### src/rtl/ldst_pkg.sv
package ldst_pkg;
  localparam int FLAG_W   = 6;
  localparam int FL_STCHK = 0;
  localparam int FL_LOCK  = 1;
  localparam int FL_NOACC = 2;
  localparam int FL_CPL0  = 3;
  localparam int FL_ASZ   = 4;
  localparam int FL_PREF  = 5;

  typedef enum logic [2:0] {
    OP_LD    = 3'd0,
    OP_LDST  = 3'd1,
    OP_LDSTL = 3'd2,
    OP_ST    = 3'd3,
    OP_STUL  = 3'd4,
    OP_LEA   = 3'd5,
    OP_CDA   = 3'd6
  } op_e;

  typedef enum logic [1:0] {
    ST_IDLE = 2'd0,
    ST_REQ  = 2'd1,
    ST_RSP  = 2'd2,
    ST_DONE = 2'd3
  } state_e;

  function automatic logic is_load(input logic [2:0] op);
    return (op == OP_LD) || (op == OP_LDST) || (op == OP_LDSTL) || (op == 3'd7);
  endfunction
endpackage

### src/rtl/ldst_agen.sv
module ldst_agen #(
  parameter int AW = 64,
  parameter int SW = 4
) (
  input  logic [AW-1:0] seg_base,
  input  logic          use_seg,
  input  logic [AW-1:0] index,
  input  logic [SW-1:0] scale,
  input  logic [AW-1:0] base,
  input  logic [AW-1:0] disp,
  input  logic [SW-1:0] asize,
  output logic [AW-1:0] ea
);
  localparam int NB = AW / 8;

  logic [AW-1:0] sum;
  logic [AW-1:0] amask;

  always_comb begin
    sum = (use_seg ? seg_base : '0) + index * AW'(scale) + base + disp;
    amask = '0;
    for (int i = 0; i < NB; i++) begin
      if (i < int'(asize)) amask[i*8 +: 8] = 8'hFF;
    end
    ea = sum & amask;
  end
endmodule

### src/rtl/ldst_wbfmt.sv
module ldst_wbfmt #(
  parameter int DW = 64,
  parameter int SW = 4,
  parameter int MERGE_LIMIT = 4
) (
  input  logic [SW-1:0] dsize,
  input  logic [DW-1:0] old_val,
  input  logic [DW-1:0] new_val,
  output logic [DW-1:0] result
);
  localparam int NB = DW / 8;

  logic [DW-1:0] dmask;

  always_comb begin
    dmask = '0;
    for (int i = 0; i < NB; i++) begin
      if (i < int'(dsize)) dmask[i*8 +: 8] = 8'hFF;
    end
    if (int'(dsize) < MERGE_LIMIT) result = (old_val & ~dmask) | (new_val & dmask);
    else                           result = new_val & dmask;
  end
endmodule

### src/rtl/ldst_reqfmt.sv
module ldst_reqfmt
  import ldst_pkg::*;
#(
  parameter int DW = 64,
  parameter int SW = 4
) (
  input  logic [2:0]        op,
  input  logic [SW-1:0]     dsize,
  input  logic [DW-1:0]     data,
  input  logic              cpl0,
  input  logic              addr_legacy,
  input  logic              prefetch,
  output logic [FLAG_W-1:0] flags,
  output logic              write,
  output logic [DW-1:0]     wdata
);
  localparam int NB = DW / 8;

  logic [DW-1:0] dmask;
  logic          ld;

  always_comb begin
    dmask = '0;
    for (int i = 0; i < NB; i++) begin
      if (i < int'(dsize)) dmask[i*8 +: 8] = 8'hFF;
    end
    ld    = is_load(op);
    flags = '0;
    flags[FL_STCHK] = (op == OP_LDST) || (op == OP_LDSTL);
    flags[FL_LOCK]  = (op == OP_LDSTL) || (op == OP_STUL);
    flags[FL_NOACC] = (op == OP_CDA);
    flags[FL_CPL0]  = cpl0;
    flags[FL_ASZ]   = addr_legacy;
    flags[FL_PREF]  = ld && prefetch;
    write = (op == OP_ST) || (op == OP_STUL) || (op == OP_CDA);
    wdata = (op == OP_CDA) ? '0 : (data & dmask);
  end
endmodule

### src/rtl/ldst_unit.sv
module ldst_unit
  import ldst_pkg::*;
#(
  parameter int AW = 64,
  parameter int DW = 64,
  parameter int SW = 4
) (
  input  logic              clk,
  input  logic              rst_n,
  input  logic              uop_valid,
  output logic              uop_ready,
  input  logic [2:0]        uop_op,
  input  logic [SW-1:0]     uop_dsize,
  input  logic [SW-1:0]     uop_asize,
  input  logic [AW-1:0]     uop_seg_base,
  input  logic [AW-1:0]     uop_index,
  input  logic [SW-1:0]     uop_scale,
  input  logic [AW-1:0]     uop_base,
  input  logic [AW-1:0]     uop_disp,
  input  logic [DW-1:0]     uop_data,
  input  logic              uop_cpl0,
  input  logic              uop_addr_legacy,
  input  logic              uop_prefetch,
  output logic              mem_req_valid,
  input  logic              mem_req_ready,
  output logic [AW-1:0]     mem_req_addr,
  output logic              mem_req_write,
  output logic [DW-1:0]     mem_req_wdata,
  output logic [SW-1:0]     mem_req_size,
  output logic [FLAG_W-1:0] mem_req_flags,
  input  logic              mem_rsp_valid,
  output logic              mem_rsp_ready,
  input  logic [DW-1:0]     mem_rsp_data,
  input  logic              mem_rsp_fault,
  output logic              done_valid,
  output logic              done_fault,
  output logic              wb_en,
  output logic [DW-1:0]     wb_data
);
  // reset: asserted asynchronously, released on a clock edge
  logic rst_meta_q, rst_ni;
  always_ff @(posedge clk or negedge rst_n) begin
    if (!rst_n) begin
      rst_meta_q <= 1'b0;
      rst_ni     <= 1'b0;
    end else begin
      rst_meta_q <= 1'b1;
      rst_ni     <= rst_meta_q;
    end
  end

  state_e state_q, state_d;
  logic accept, req_fire, rsp_fire;
  logic [AW-1:0] ea_c;
  logic [FLAG_W-1:0] flags_c;
  logic write_c;
  logic [DW-1:0] wdata_c, fmt_old, fmt_new, fmt_res;

  logic [2:0]        op_q;
  logic [SW-1:0]     dsize_q, asize_q;
  logic [AW-1:0]     ea_q;
  logic [DW-1:0]     old_q, wdata_q, res_q;
  logic [FLAG_W-1:0] flags_q;
  logic              write_q, wben_q, fault_q;

  assign accept   = uop_valid && uop_ready;
  assign req_fire = mem_req_valid && mem_req_ready;
  assign rsp_fire = mem_rsp_valid && mem_rsp_ready;

  ldst_agen #(.AW(AW), .SW(SW)) u_agen (
    .seg_base(uop_seg_base), .use_seg(uop_op != OP_LEA), .index(uop_index),
    .scale(uop_scale), .base(uop_base), .disp(uop_disp), .asize(uop_asize),
    .ea(ea_c)
  );

  ldst_reqfmt #(.DW(DW), .SW(SW)) u_reqfmt (
    .op(uop_op), .dsize(uop_dsize), .data(uop_data), .cpl0(uop_cpl0),
    .addr_legacy(uop_addr_legacy), .prefetch(uop_prefetch),
    .flags(flags_c), .write(write_c), .wdata(wdata_c)
  );

  // one formatter shared: LEA at acceptance, loads at response
  assign fmt_old = (state_q == ST_IDLE) ? uop_data : old_q;
  assign fmt_new = (state_q == ST_IDLE) ? DW'(ea_c) : mem_rsp_data;

  ldst_wbfmt #(.DW(DW), .SW(SW)) u_wbfmt (
    .dsize((state_q == ST_IDLE) ? uop_dsize : dsize_q),
    .old_val(fmt_old), .new_val(fmt_new), .result(fmt_res)
  );

  // next-state
  always_comb begin
    state_d = state_q;
    unique case (state_q)
      ST_IDLE: if (accept) state_d = (uop_op == OP_LEA) ? ST_DONE : ST_REQ;
      ST_REQ:  if (req_fire) state_d = ST_RSP;
      ST_RSP:  if (rsp_fire) state_d = ST_DONE;
      ST_DONE: state_d = ST_IDLE;
      default: state_d = ST_IDLE;
    endcase
  end

  always_ff @(posedge clk or negedge rst_ni) begin
    if (!rst_ni) state_q <= ST_IDLE;
    else         state_q <= state_d;
  end

  // operand capture (clock enable: accept)
  always_ff @(posedge clk) begin
    if (accept) begin
      op_q    <= uop_op;
      dsize_q <= uop_dsize;
      asize_q <= uop_asize;
      ea_q    <= ea_c;
      old_q   <= uop_data;
      flags_q <= flags_c;
      write_q <= write_c;
      wdata_q <= wdata_c;
    end
  end

  // result capture (clock enable: LEA accept or response)
  always_ff @(posedge clk) begin
    if (accept && uop_op == OP_LEA) begin
      res_q   <= fmt_res;
      wben_q  <= 1'b1;
      fault_q <= 1'b0;
    end else if (rsp_fire) begin
      res_q   <= fmt_res;
      wben_q  <= is_load(op_q) && !mem_rsp_fault;
      fault_q <= mem_rsp_fault && !flags_q[FL_PREF];
    end
  end

  assign uop_ready     = (state_q == ST_IDLE) && rst_ni;
  assign mem_req_valid = (state_q == ST_REQ);
  assign mem_req_addr  = ea_q;
  assign mem_req_write = write_q;
  assign mem_req_wdata = wdata_q;
  assign mem_req_size  = dsize_q;
  assign mem_req_flags = flags_q;
  assign mem_rsp_ready = (state_q == ST_RSP);
  assign done_valid    = (state_q == ST_DONE);
  assign done_fault    = done_valid && fault_q;
  assign wb_en         = done_valid && wben_q;
  assign wb_data       = res_q;


  req_hold_chk: assert property (@(posedge clk) disable iff (!rst_ni)
    mem_req_valid && !mem_req_ready |=> mem_req_valid && $stable(mem_req_addr));

  busy_after_accept_chk: assert property (@(posedge clk) disable iff (!rst_ni)
    accept |=> !uop_ready);

  fault_no_wb_chk: assert property (@(posedge clk) disable iff (!rst_ni)
    done_valid && done_fault |-> !wb_en);

  lea_fast_chk: assert property (@(posedge clk) disable iff (!rst_ni)
    accept && uop_op == OP_LEA |=> done_valid && !mem_req_valid);

  addr_trunc_chk: assert property (@(posedge clk) disable iff (!rst_ni)
    mem_req_valid && asize_q == SW'(2) |-> mem_req_addr[AW-1:16] == '0);

  noacc_zero_chk: assert property (@(posedge clk) disable iff (!rst_ni)
    mem_req_valid && mem_req_flags[FL_NOACC] |-> mem_req_wdata == '0);
endmodule

### config.mk
export PLATFORM = sky130hd
export DESIGN_NAME = ldst_unit
export DESIGN_NICKNAME = d
export VERILOG_FILES = /design/src/rtl/ldst_pkg.sv /design/src/rtl/ldst_agen.sv /design/src/rtl/ldst_wbfmt.sv /design/src/rtl/ldst_reqfmt.sv /design/src/rtl/ldst_unit.sv
export SDC_FILE = /design/constraint.sdc
export NUM_CORES = 1
export LEC_CHECK = 0
export ABC_AREA = 1
export BUFFER_PORTS_ARGS = -buffer_cell sky130_fd_sc_hd__buf_2
export CAP_MARGIN = 15
export CORE_AREA = 5 5 287 289
export DETAILED_ROUTE_END_ITERATION = 8
export DIE_AREA = 0 0 292 294
export PLACE_DENSITY_LB_ADDON = 0.1
export SLEW_MARGIN = 0
export SYNTH_ARGS = -nofsm -noshare
export SYNTH_HDL_FRONTEND = slang
export SYNTH_SLANG_ARGS = --single-unit
### constraint.sdc
create_clock -name clk -period 2 [get_ports clk]
set_clock_uncertainty 0.2 [all_clocks]
set_input_delay 0.5 -clock clk [delete_from_list [all_inputs] [get_ports clk]]
set_output_delay 0.5 -clock clk [all_outputs]
set_load 0.01 [all_outputs]
---- Word level (Yosys, flattened, before mapping) ----
Index checks and enable logic that the tools add are counted.
word-level totals
  flip-flop bits (word level) ............. 276
  output and inout port bits .............. 209
  word-level logic and storage cells ...... 128
cells by class
  add/subtract/negate cells ............... 3
  $mul .................................... 1
  magnitude comparators ................... 25
  equality and inequality tests ........... 17
  multiplexer cells ....................... 36
  bitwise logic cells ..................... 6
  reduce and logical (&&, ||, !) cells .... 27
operator list
  kind                number
  $mux 64             6
  $and 64x64->64      4
  $add 64x64->64      3
  $mux 8              24
  $mul 64x4->64       1
  $not 64->64         1
  $or 64x64->64       1
  $lt 3x4->1 const A  12
  $lt 1x4->1 const A  6
  $lt 2x4->1 const A  6
  $eq 3x3->1 const B  5
  $logic_and 1x1->1   10
  $logic_or 1x1->1    10
  $eq 3x2->1 const B  3
  $mux 2              4
  $pmux 2 s4          1
  $eq 3x1->1 const B  2
  $logic_not 3->1     2
  $eq 2x2->1 const B  2
  $lt 4x3->1 const B  1
  $mux 4              1
  $ne 2x1->1 const B  2
  $ne 3x3->1 const B  1
  $reduce_and 3->1    1
  other kinds (5)     6

---- Longest topological paths before layout ----
  word-level depth ........................ 12
  mapped depth ............................ 28
  gate-level depth less buffers ........... 26

---- By module ----
From an unflattened synthesis, not the netlist that was laid out.
second synthesis, totals
  cells, all modules ...................... 3704
  area, all modules ....................... 27754.1 µm²
modules (own cells, without submodules)
  module       instances  cells an instance  area each (µm²)
  ldst_agen    1          2561               15891.5
  ldst_unit    1          757                10149.7
  ldst_wbfmt   1          215                902.1
  ldst_reqfmt  1          171                810.8

---- Worst setup path after synthesis ----
No wires, ideal clock.
  path type ............................... reg2reg
  from .................................... reg state_q[0]
  to ...................................... reg res_q[0] (netlist: wb_data[0]), enable pin
  setup time .............................. 0.423 ns
  arrival time ............................ 11.860 ns
  required time ........................... 1.377 ns
  slack ................................... -10.483 ns
  stages on the path, launching flop included .. 8
  clock period less this slack ............ 12.483 ns
  cell sequence ........................... dfrtp_1 -> inv_1 -> ha_1 -> buf_4 -> nand2_1 -> nor2_1 -> nand2_1 -> nand2_1
on the way
  cells in the longest elaborated chain, start to end .. 5
RTL lines
  item                         RTL line          source
  from (decl)                  ldst_unit.sv:52   state_e state_q, state_d;
  from (signal assigned)       ldst_unit.sv:105  else state_q <= state_d;
  $logic_not 2->1              ldst_unit.sv:135  assign uop_ready = (state_q == ST_IDLE) && rst_ni;
  $logic_and 1x1->1            ldst_unit.sv:135
  $logic_and 1x1->1            ldst_unit.sv:66   assign accept = uop_valid && uop_ready;
  via accept                   ldst_unit.sv:53   logic accept, req_fire, rsp_fire;
  $logic_and 1x1->1            ldst_unit.sv:124  if (accept && uop_op == OP_LEA) begin
  $reduce_bool 2->1 (no line)  --
  to (signal assigned)         ldst_unit.sv:125  res_q <= fmt_res;
  to (signal assigned)         ldst_unit.sv:129  res_q <= fmt_res;
  to (decl)                    ldst_unit.sv:62   logic [DW-1:0] old_q, wdata_q, res_q;
The timed path passes the listed nets, and every way through them passes these cells.
A chain may end at the register's enable or synchronous reset.

---- Worst setup path after layout ----
  from .................................... in uop_scale[3]
  to ...................................... reg res_q[57] (netlist: wb_data[57]) (data pin)
on the way
  cells in the longest elaborated chain, start to end .. 11
RTL lines
  item                            RTL line                            source
  from (decl)                     ldst_unit.sv:17                     input logic [SW-1:0] uop_scale,
  $mul 64x4->64 *                 ldst_agen.sv:20                     sum = (use_seg ? seg_base : '0) + index * AW'(scale) + base + disp;
  $add 64x64->64 * (3 in series)  ldst_agen.sv:20
  $and 64x64->64 *                ldst_agen.sv:25                     ea = sum & amask;
  $mux 64 *                       ldst_unit.sv:84                     assign fmt_new = (state_q == ST_IDLE) ? DW'(ea_c) : mem_rsp_data;
  $and 64x64->64 *                ldst_wbfmt.sv:20, ldst_wbfmt.sv:21
  $or 64x64->64                   ldst_wbfmt.sv:20                    if (int'(dsize) < MERGE_LIMIT) result = (old_val & ~dmask) | (new_val & dmask);
  $mux 64 *                       ldst_wbfmt.sv:20
  via fmt_res[57]                 ldst_unit.sv:57                     logic [DW-1:0] wdata_c, fmt_old, fmt_new, fmt_res;
  $mux 64                         ldst_unit.sv:128                    end else if (rsp_fire) begin
  $mux 64 *                       ldst_unit.sv:124
The timed path passes the listed nets; every way through them passes the cells marked *. The select of a mux whose other input is x is not followed.

==> impl_results.md <==
- Failing checks: setup timing
- Synth Area in Adders: 25.5%
- Final nets: 5,450
- Post-DP HPWL: 87,400 um
- Worst-Margin Slew: 656 ps
- Global Route Usage Sum: 24.9%
- Reg2reg end: wb_data[42]$_DFFE_PP_
- #FFs+latches synth: 276
- Worst-Skew Late Latency: 550 ps
- Maximum operating frequency: 0.216 GHz
- First drt pass iteration count: 5
- DR vias: 26,300
- Post-Synthesis Cells: 3,605
- Setup crit end: wb_data[57]$_DFFE_PP_
- Leading cell type in the layout, fill and taps excluded: inv_1
- Routed vias/inst: 4.57
- Pre-CTS WS: -3450 ps
- Initial antenna violation count: 13
- Placed Instances: 5,541
- Share of the synthesized area in the top cell type: 29.4%
- Synth Area in Compound Gates: 4.30%
- Top Ports: 617
- Crit path max fanout: 7
- Status: finished with violations
- Final min period: 4620 ps
- Synth top area cells: edfxtp_1, fa_1, nand2_1
- Die height: 294 um
- Vias in the first global route: 27,600
- XOR/XNOR Fraction of Synth Area: 0.477%
- Post-synthesis area per instance: 7.64 sq um
- CTS tree: done
- Routability Congestion: 0.897
- Final setup fails: 391
- Startpoint types: input port
- Die W: 292 um
- Yosys Warn Count: 0
- Leak pwr: 0.0221 uW
- Initial drt markers: 1,442
- Cell Area, Synth: 27,500 sq um
- Critical Path AT: 4740 ps
- Die area: 85,800 sq um
- Largest family of logic cells by synthesized area: adder cells
- HP Start: uop_data[63]
- Crit. Startpoint: uop_scale[3]
- Routed Wire Length: 110,000 um
- Register-to-Register Path Depth: 11
- Most frequent cells in the layout: inv_1, nand2_1, buf_2
- VDD IR max: 0.000928 V
- Clk sinks: 276
- Post-route cell area: 41,300 sq um
- MaxCap Viol Count: 0
- Clock root cell: clkbuf_16
- Proportion of synthesized area in mux cells: 0.254%
- Antenna Violating Nets Remaining: 0
- Fin cells: 5,752
- Final critical-path setup slack: -2620 ps
- DR DRC count: 0
- Pin count of the biggest net entering global routing: 77
- Row cnt: 104
- RSZ-0062 raised after global routing: yes
- Post-Route Setup TNS: -336,980 ps
- Core region area: 79,600 sq um
- Syn_nets: 4,391
- H-tree levels: 1
- Num CTS Buffers: 27
- Synth cell types: 51
- Setup slack, reg-to-reg: -370 ps
- Hold WC Path Type: input port to flop
- Port bufs: 616
- Launch point of the worst reg-to-reg path: state_q[1]$_DFFE_PN0P_
- Final Cycle Share: 231%
- Crit end category: flop
- Slew Viols, Final: 0
- Post-synthesis sequential area ratio: 30.0%
- Largest area contributor in the netlist: edfxtp_1
- Starting Density: 34.6%
- Fin. Hold Viols: 0
- Synth-to-Final Area Change: 50.0%
- Hold path cells: 1
- Ratio of cells with drive above 1 in the final layout: 40.8%
- Synth Area in Simple Gates: 24.6%
- DR WL/cell: 19.1 um
- CP required: 2110 ps
- Clock-pin slew on the worst setup and hold paths: 60 ps
- Area after DPL: 36,000 sq um
- Power Total: 82,700 uW
- First-pass GRT wire length: 163,000 um
- Crit Path Category: input port to flop
- Max_slew headroom: 55.9%
- Gr ovfl total: 0
- PwrDens: 2000 nW/um^2
- Max Root-Sink Buffers: 3
[synth_stat cells, drive strengths merged]
| master | instances |
|---|---|
| fa | 306 |
| xor2 | 9 |
| conb | 1 |
| nand4 | 22 |
| and3 | 6 |
| or2 | 12 |
| nor3 | 61 |
| o31ai | 1 |
| o21a | 2 |
| a21boi | 1 |
| a32oi | 2 |
| a22oi | 1 |
| mux2i | 7 |
| nor4 | 6 |
| buf | 22 |
| o21bai | 13 |
| a21o | 2 |
| clkbuf | 53 |
| dfrtp | 4 |
| nor3b | 2 |
| ha | 72 |
| a21oi | 71 |
| nand3b | 4 |
| o22ai | 5 |
| o211ai | 13 |
| nor2 | 224 |
| clkinv | 5 |
| edfxtp | 270 |
| xnor2 | 6 |
| nand3 | 114 |
| o21ai | 102 |
| inv | 1003 |
| nand2 | 1179 |
| dfxtp | 2 |
| and2 | 2 |
[layout make-up]
cell class | count | area [sq um]
flip-flops and latches | 276 | 8250
inverters | 1008 | 3800
well taps | 1060 | 1330
repair buffers | 1105 | 8060
fillers | 7825 | 38300
multi-input cells | 2246 | 19000
clock inverters | 13 | 88.8
clock buffers | 36 | 709
diodes | 8 | 20.0
[stage by stage]
stage / util, % / hold WS [ps]
2_1_floorplan: - / -152
3_3_place_gp: 45.2 / -135
3_5_place_dp: 45.2 / -137
4_1_cts: 50.9 / 3.04
5_1_grt: 51.8 / 18.4
6_report: 51.9 / 45.1
[state kept, by name, summed over array words and instances (netlist names), 2 cells and up]
register,count
old_q,64
mem_req_flags,6
mem_req_size,4
wb_data,64
state_q,2
mem_req_addr,64
op_q,3
mem_req_wdata,64
[how the worst min path moves through the flow]
stage / endpoint / slack [ps]
floorplan: state_q[0]$_DFFE_PN0P_ / -150
global placement: state_q[0]$_DFFE_PN0P_ / -130
detailed placement: state_q[0]$_DFFE_PN0P_ / -140
CTS: old_q[7]$_DFFE_PP_ / 3
global route: old_q[63]$_DFFE_PP_ / 20
finish: old_q[63]$_DFFE_PP_ / 50
[layer usage]
metal	GRT usage [%]	vias up	routed length (um)
met5	0	-	53
met4	8.35	8	4320
met3	3.86	198	5900
met2	44.8	686	55900
met1	30.6	12600	43500
li1	-	12800	-
[critical path, cell delays in order]
cell and delay, ps:
buf_16 140, buf_12 160, buf_12 130, clkbuf_16 150, nand2_1 50, inv_1 40
fa_1 440, fa_1 490, inv_1 50, fa_1 450, fa_1 500, inv_1 70
ha_4 310, nand2_1 110, inv_1 130, nand2_4 100, nor3_4 190, nand2_2 120
nor2_4 110, nand2_4 70, nand3_2 80, nand2_2 70, nand3_4 100, nand2_2 60
nand2_1 70, nand2_1 40
[cells by family (layout without fill, tap and decap cells)]
group / Yosys count / in the layout
and+or+nand+nor: 1632 / 1632
muxes: 7 / 7
adders and majority gates: 378 / 378
DFF: 276 / 276
xor gates and xnor gates: 15 / 15
other: 1 / 9
buffers and inverters: 1083 / 2162
AOI/OAI and AO/OA: 213 / 213
[report_power, final]
group | switching [uW] | leakage [uW] | internal, uW
Combinational | 39700 | 0.0191 | 29100
Clock | 2250 | 0.000387 | 2620
Sequential | 373 | 0.00255 | 8730
Total | 42300 | 0.0221 | 40400
[repair_timing]
| action | 4_1_cts | 5_1_grt |
|---|---|---|
| endpoints found under the hold margin | 69 | 1 |
| setup endpoints to repair | 393 | 393 |
| resized for setup | 627 | 163 |
| gates cloned | 19 | 1 |
| hold buffers | 67 | 1 |
| pin swaps | 193 | 79 |
| setup buffers | 46 | 20 |
Power figures use the tool's default switching activity.
